File: config.mk
export PLATFORM = sky130hd
export DESIGN_NAME = mdio_page_bridge
export DESIGN_NICKNAME = d
export VERILOG_FILES = /design/src/rtl/mdio_page_bridge.sv
export SDC_FILE = /design/constraint.sdc
export NUM_CORES = 1
export LEC_CHECK = 0
export CAP_MARGIN = 20
export CORE_AREA = 5 5 110 112
export CTS_BUF_LIST = sky130_fd_sc_hd__clkbuf_16
export CTS_CLUSTER_DIAMETER = 30
export DETAILED_ROUTE_END_ITERATION = 12
export DIE_AREA = 0 0 115 117
export PLACE_DENSITY = 0.69
export SLEW_MARGIN = 20
export SYNTH_ARGS = -nofsm -noshare
export SYNTH_HDL_FRONTEND = slang
export SYNTH_SLANG_ARGS = --single-unit
File: constraint.sdc
create_clock -name clk -period 1.79 [get_ports clk]
set_input_delay 0.2685 -clock clk [delete_from_list [all_inputs] [get_ports clk]]
set_output_delay 0.2685 -clock clk [all_outputs]
set_load 0.005 [all_outputs]
File: src/rtl/mdio_page_bridge.sv
module mdio_page_bridge #(
  parameter int          ADDR_W   = 18,
  parameter logic [4:0]  PAGE_PHY = 5'h18,
  parameter logic [4:0]  BASE_PHY = 5'h10
) (
  input  logic              clk,
  input  logic              rst_n,
  input  logic              req_valid,
  input  logic              req_write,
  input  logic [ADDR_W-1:0] req_addr,
  input  logic [31:0]       req_wdata,
  output logic              req_ready,
  output logic              done,
  output logic [31:0]       rdata,
  output logic              cmd_valid,
  output logic              cmd_write,
  output logic [4:0]        cmd_phy,
  output logic [4:0]        cmd_reg,
  output logic [15:0]       cmd_wdata,
  input  logic              cmd_ack,
  input  logic [15:0]       ack_rdata
);
  localparam int WA_W = ADDR_W - 1;

  typedef enum logic [1:0] {S_IDLE, S_PAGE, S_FIRST, S_SECOND} st_t;

  st_t                state;
  logic [ADDR_W-1:2]  addr_q;
  logic               write_q;
  logic [31:0]        wdata_q;
  logic [15:0]        lo_q;

  logic [WA_W-1:0]    wa;
  logic [7:0]         half_wa;
  logic               page_sel;
  logic               hi_sel;
  logic               unused_lsb;

  assign unused_lsb = ^req_addr[1:0];

  assign wa       = {addr_q, 1'b0};
  assign page_sel = (state == S_PAGE);
  assign hi_sel   = ((state == S_FIRST) == write_q);
  assign half_wa  = hi_sel ? (wa[7:0] + 8'd1) : wa[7:0];

  assign req_ready = (state == S_IDLE);
  assign cmd_valid = (state != S_IDLE);
  assign cmd_write = page_sel | write_q;
  assign cmd_phy   = page_sel ? PAGE_PHY : (BASE_PHY | {2'b00, half_wa[7:5]});
  assign cmd_reg   = page_sel ? 5'd0 : half_wa[4:0];

  always_comb begin
    if (page_sel)      cmd_wdata = 16'(wa[WA_W-1:8]);
    else if (!write_q) cmd_wdata = 16'd0;
    else if (hi_sel)   cmd_wdata = wdata_q[31:16];
    else               cmd_wdata = wdata_q[15:0];
  end

  always_ff @(posedge clk or negedge rst_n) begin
    if (!rst_n) begin
      state   <= S_IDLE;
      addr_q  <= '0;
      write_q <= 1'b0;
      wdata_q <= '0;
      lo_q    <= '0;
      rdata   <= '0;
      done    <= 1'b0;
    end else begin
      done <= 1'b0;
      case (state)
        S_IDLE: if (req_valid) begin
          addr_q  <= req_addr[ADDR_W-1:2];
          write_q <= req_write;
          wdata_q <= req_wdata;
          state   <= S_PAGE;
        end
        S_PAGE: if (cmd_ack) state <= S_FIRST;
        S_FIRST: if (cmd_ack) begin
          if (!write_q) lo_q <= ack_rdata;
          state <= S_SECOND;
        end
        S_SECOND: if (cmd_ack) begin
          if (!write_q) rdata <= {ack_rdata, lo_q};
          done  <= 1'b1;
          state <= S_IDLE;
        end
        default: state <= S_IDLE;
      endcase
    end
  end
endmodule

# Word-level counts from Yosys, hierarchy flattened
# Cells that the tools add are included.
# op_classes
n_addsub	1
n_mul	0
n_div	0
magnitude_cmp	0
n_eq_ne	8
n_shift	0
mux	13
bitwise	2
n_reduce_logical	6
# op_table
op	count
$mux W16	3
$add A8 B1 Y8 const B	1
$mux W2	4
$mux W8	1
$ne A2 B2 Y1 const B	4
$pmux W2 S4	1
$reduce_and A3 Y1	2
$mux W5	1
$eq A2 B2 Y1 const B	2
$mux W4	1
$reduce_and A4 Y1	1
$eq A2 B1 Y1 const B	1
$logic_not A2 Y1	1
$mux W1	2
$reduce_and A2 Y1	1
$reduce_bool A2 Y1	1
$eq A1 B1 Y1	1
$not A1 Y1	1
$or A1 B1 Y1	1
# totals
register_bits	100
latch_bits	0
ramBits	0
mem_bits_ro	0
inputBits	71
out_inout_bits	62
word_cells	37
n_memories	0

# Depth between registers and ports, before layout
# logic_depth
ltp_word	5
ltp_mapped	6
ltp_nobuf	5

# Least setup slack after synthesis
# No wires, ideal clock.
# synth_timing
path_kind	register to output
startpoint	register state[1]
endpoint	output port cmd_wdata[0]
t_arrival_ns	1.348
t_required_ns	1.521
setup_slack_ns	0.174
stages_incl_launch_ff	7
n_path_buf	2
path_cell_list	dfrtp_1 inv_1 ha_1 clkbuf_1 clkbuf_1 nand2_1 o21ai_0
# synth_between
elab_cells_between_ends	6
cone_classes	3 x eq/ne; 3 x mux
# synth_rtl
element	line	text
start, declared	27	st_t state;
start signal, assigned	61	state <= S_IDLE;
start signal, assigned	75	state <= S_PAGE;
start signal, assigned	77	S_PAGE: if (cmd_ack) state <= S_FIRST;
$eq A2 B1 Y1	42	assign page_sel = (state == S_PAGE);
net page_sel	35	logic page_sel;
$mux W16	53	if (page_sel) cmd_wdata = 16'(wa[WA_W-1:8]);
end, declared	19	output logic [15:0] cmd_wdata,
# The timed path passes the listed nets, and every way through them passes these cells.

# Worst setup path in the final report
# layout_timing
startpoint	register state[1]
endpoint	output port cmd_wdata[2]
# layout_between
elab_chain_cells	5
elab_cells_between_ends	6
cone_classes	3 x eq/ne; 3 x mux
# layout_rtl
element	line	text
$eq A2 B2 Y1	43	assign hi_sel = ((state == S_FIRST) == write_q);
$eq A1 B1 Y1	43	
$mux W16	55	else if (hi_sel) cmd_wdata = wdata_q[31:16];
$mux W16	54	else if (!write_q) cmd_wdata = 16'd0;
$mux W16 (*)	53	
# Mark *: on every way between the ends. The rest lies on a longest branch, timed or not.

==> impl_metrics.toml <==
[status]
status = "complete, but fails checks"
violations = "negative hold slack, negative setup slack"

[clocking]
clock-sinks = 100
clock_path_buffers = 2
clkLatencyLatePin_ns = 0.34
cts-root-buf = "clkbuf_16"
numCtsBuffers = 9
h-tree-depth = 3
cts_hold_buf = 0
cts_tree = "built"
clkTransAtPathRegs_ns = 0.06

[final_layout]
antenna_cells = 0
nNetsFinal = 512
fin_area_um2 = 6370
utilization_pct = 57.2
area.growth.synth_to_final_pct = 48.1
drive_above_1_share_pct = 41.2

[power]
clkPwrFrac_pct = 15.3
switching_power_w = 0.00329
swShare_pct = 29.2
p_total_w = 0.0113
p_int_w = 0.00799
seqPwrFrac_pct = 35.8
power_density_nw_per_um2 = 1770
p_comb_share_pct = 48.9
ir_drop_mv = 0.829
leakage_nw = 2.98

[sta]
setup_viol = 16
fin_ws_ns = -0.175
hold_ws_ns = -0.0175
fmax_mhz = 509
rsz0062_at_grt = "yes"
timing.slew.headroom_pct = 64.2
worst_pin_slew_ns = 0.537
hold_viol = 6
fin_crit_ns = 1.97
slew_viol_final = 0
finalCritPeriodShare_pct = 110
fin_skew_ns = 0.00791

[synth]
netlist_top_cells_count = "100 x dfrtp_1, 68 x mux2_2, 30 x mux2_4"
synthTopCellsByArea = "dfrtp_1 58%, mux2_2 18%, mux2_4 10%"
synth.most_common_cell = "dfrtp_1"
ys_seq_area_share_pct = 58.2
synth_area_um2 = 4300
synth_ff_type = "dfrtp_1"
synth_async_sr_flop_share_pct = 100
synth_edf_count = 0
postSynthNetCount = 359
syn_inst = 284
syn_area_per_cell_um2 = 15.1
synth.largest_area_cell = "dfrtp_1"
ys_seq_elements = 100
synth_top_cell_area_share_pct = 58.2
yosys_warnings = 0
yosysUniqueCellTypes = 24

[setup_path]
worst_ep_arrival_time_ns = 1.70
start_kind = "flip-flop"
end_kind = "primary output"
cp.required_ns = 1.52
critPathLaunch = "state[1]"
crit_fanout = 8
r2r_start = "state[1]"
critPathKind = "flip-flop to primary output"

[grt]
grt_pass1_vias = 3118
grt_usage_pct = 14.8
grt_antenna_before_repair = 0
grt_pass1_wl_um = 15600
grt_overflow = 0
grt_max_degree = 101

[placement]
pre_cts_ws_ns = -0.205
place.port_buffers = 129
gp_congestion = 0.742
dp_hpwl_um = 6610
postPlaceCellArea_um2 = 5860

[detailed_routing]
drt_iter0_drc = 136
vias_per_cell = 4.77
ant_nets = 0
drcViolationCount = 0
dr.pass1.iters = 4
vias = 2790
wl_per_cell_um = 16.9
routed_wl_um = 9890

[min_path]
hold_class = "primary input to async pin"

[floorplanning]
io_pins = 133
die_h_um = 117
die_w_um = 115
rows = 39
core_um2 = 11100
initial_utilization_pct = 38.6
die_area_um2 = 13500

[flow_run]
maxCapViolations = 0
[worst max-delay path: stages (launching register included)]
cell,delay [ns]
dfrtp_1,0.41
buf_6,0.14
ha_4,0.16
buf_12,0.13
buf_12,0.14
mux2i_2,0.15
o21ai_1,0.10
buf_2,0.13
[metal layers]
| metal | up-vias | wire, um | part of all wire (%) | global-route usage [%] |
|---|---|---|---|---|
| met1 | 1401 | 4100 | 41 | 17.9 |
| met5 | - | 0 | 0 | 0 |
| met4 | 0 | 125 | 1.3 | 6.03 |
| met3 | 8 | 980 | 9.9 | 5.96 |
| li1 | 1284 | - | - | - |
| met2 | 97 | 4680 | 47 | 23.8 |
[flip-flops by register name, indices dropped and copies added, names as in the netlist]
| name | flops |
|---|---|
| write_q | 1 |
| lo_q | 16 |
| done | 1 |
| rdata | 32 |
| wdata_q | 32 |
| state | 2 |
| addr_q | 16 |
[worst paths after layout]
check,end,slack (ns),cells past startpoint
min in group clk,addr_q[5],0.50,1
max in group asynchronous,lo_q[9],1.40,2
worst max-delay path,cmd_wdata[2],-0.18,7
worst min-delay path,wdata_q[10],-0.02,2
worst max register to register,lo_q[9],0,8
worst min register to register,addr_q[5],0.50,1
[per-stage QoR]
step | setup TNS, ns | cells
after floorplan | 0 | 284
after global placement | -1.68 | 554
after detailed placement | -2.24 | 554
after CTS | -2.98 | 579
after global routing | -3.68 | 585
final | -2.19 | 585
[layout make-up]
cell class	instances	area (um2)
repair buffers	159	1600
inverters	3	11.3
clock inverters	7	36.3
multi-input cells	164	1810
well taps	143	179
fillers	938	4760
clock buffers	9	225
flip-flops and latches	100	2500
[cells by family after synthesis]
| logic type | synth area share, % |
|---|---|
| mux | 32.0 |
| flops | 58.2 |
| simple gates | 3.70 |
| buf+inv | 3.08 |
| compound gates | 1.54 |
| fa+ha+maj | 1.16 |
| other cells | 0.0872 |
| xor+xnor | 0.204 |
[power by group through the flow]
stage	combinational [W]	sequential, W	clock (W)
floorplan	0.00263	0.00393	0
global placement	0.00499	0.00398	0
detailed placement	0.00509	0.00405	0
CTS	0.00516	0.00401	0.00178
global route	0.00596	0.00418	0.00188
finish	0.00552	0.00404	0.00172
[timing repair]
action / in CTS / in global routing
gates resized for setup: 95 / 53
gates cloned: 1 / 1
setup buffers: 8 / 6
setup endpoints to repair: 28 / 45
pin swaps: 7 / 9
[cells in the final DEF, fill, tap and decap left out, types with 2 or more instances in the layout]
cell and n:
nand2_1 9, clkbuf_16 10, inv_2 3, nor2b_1 6, o21ai_1 9, buf_12 11
mux2_4 46, clkdlybuf4s15_1 2, clkinv_1 2, buf_6 4, ha_4 3, mux2_2 52
buf_2 18, inv_1 2, nand2b_4 2, buf_4 13, clkbuf_2 5, clkdlybuf4s50_1 100
dfrtp_1 99, nor2_1 9, mux2i_1 15, dlygate4sd2_1 2
Power figures use the tool's default switching activity.
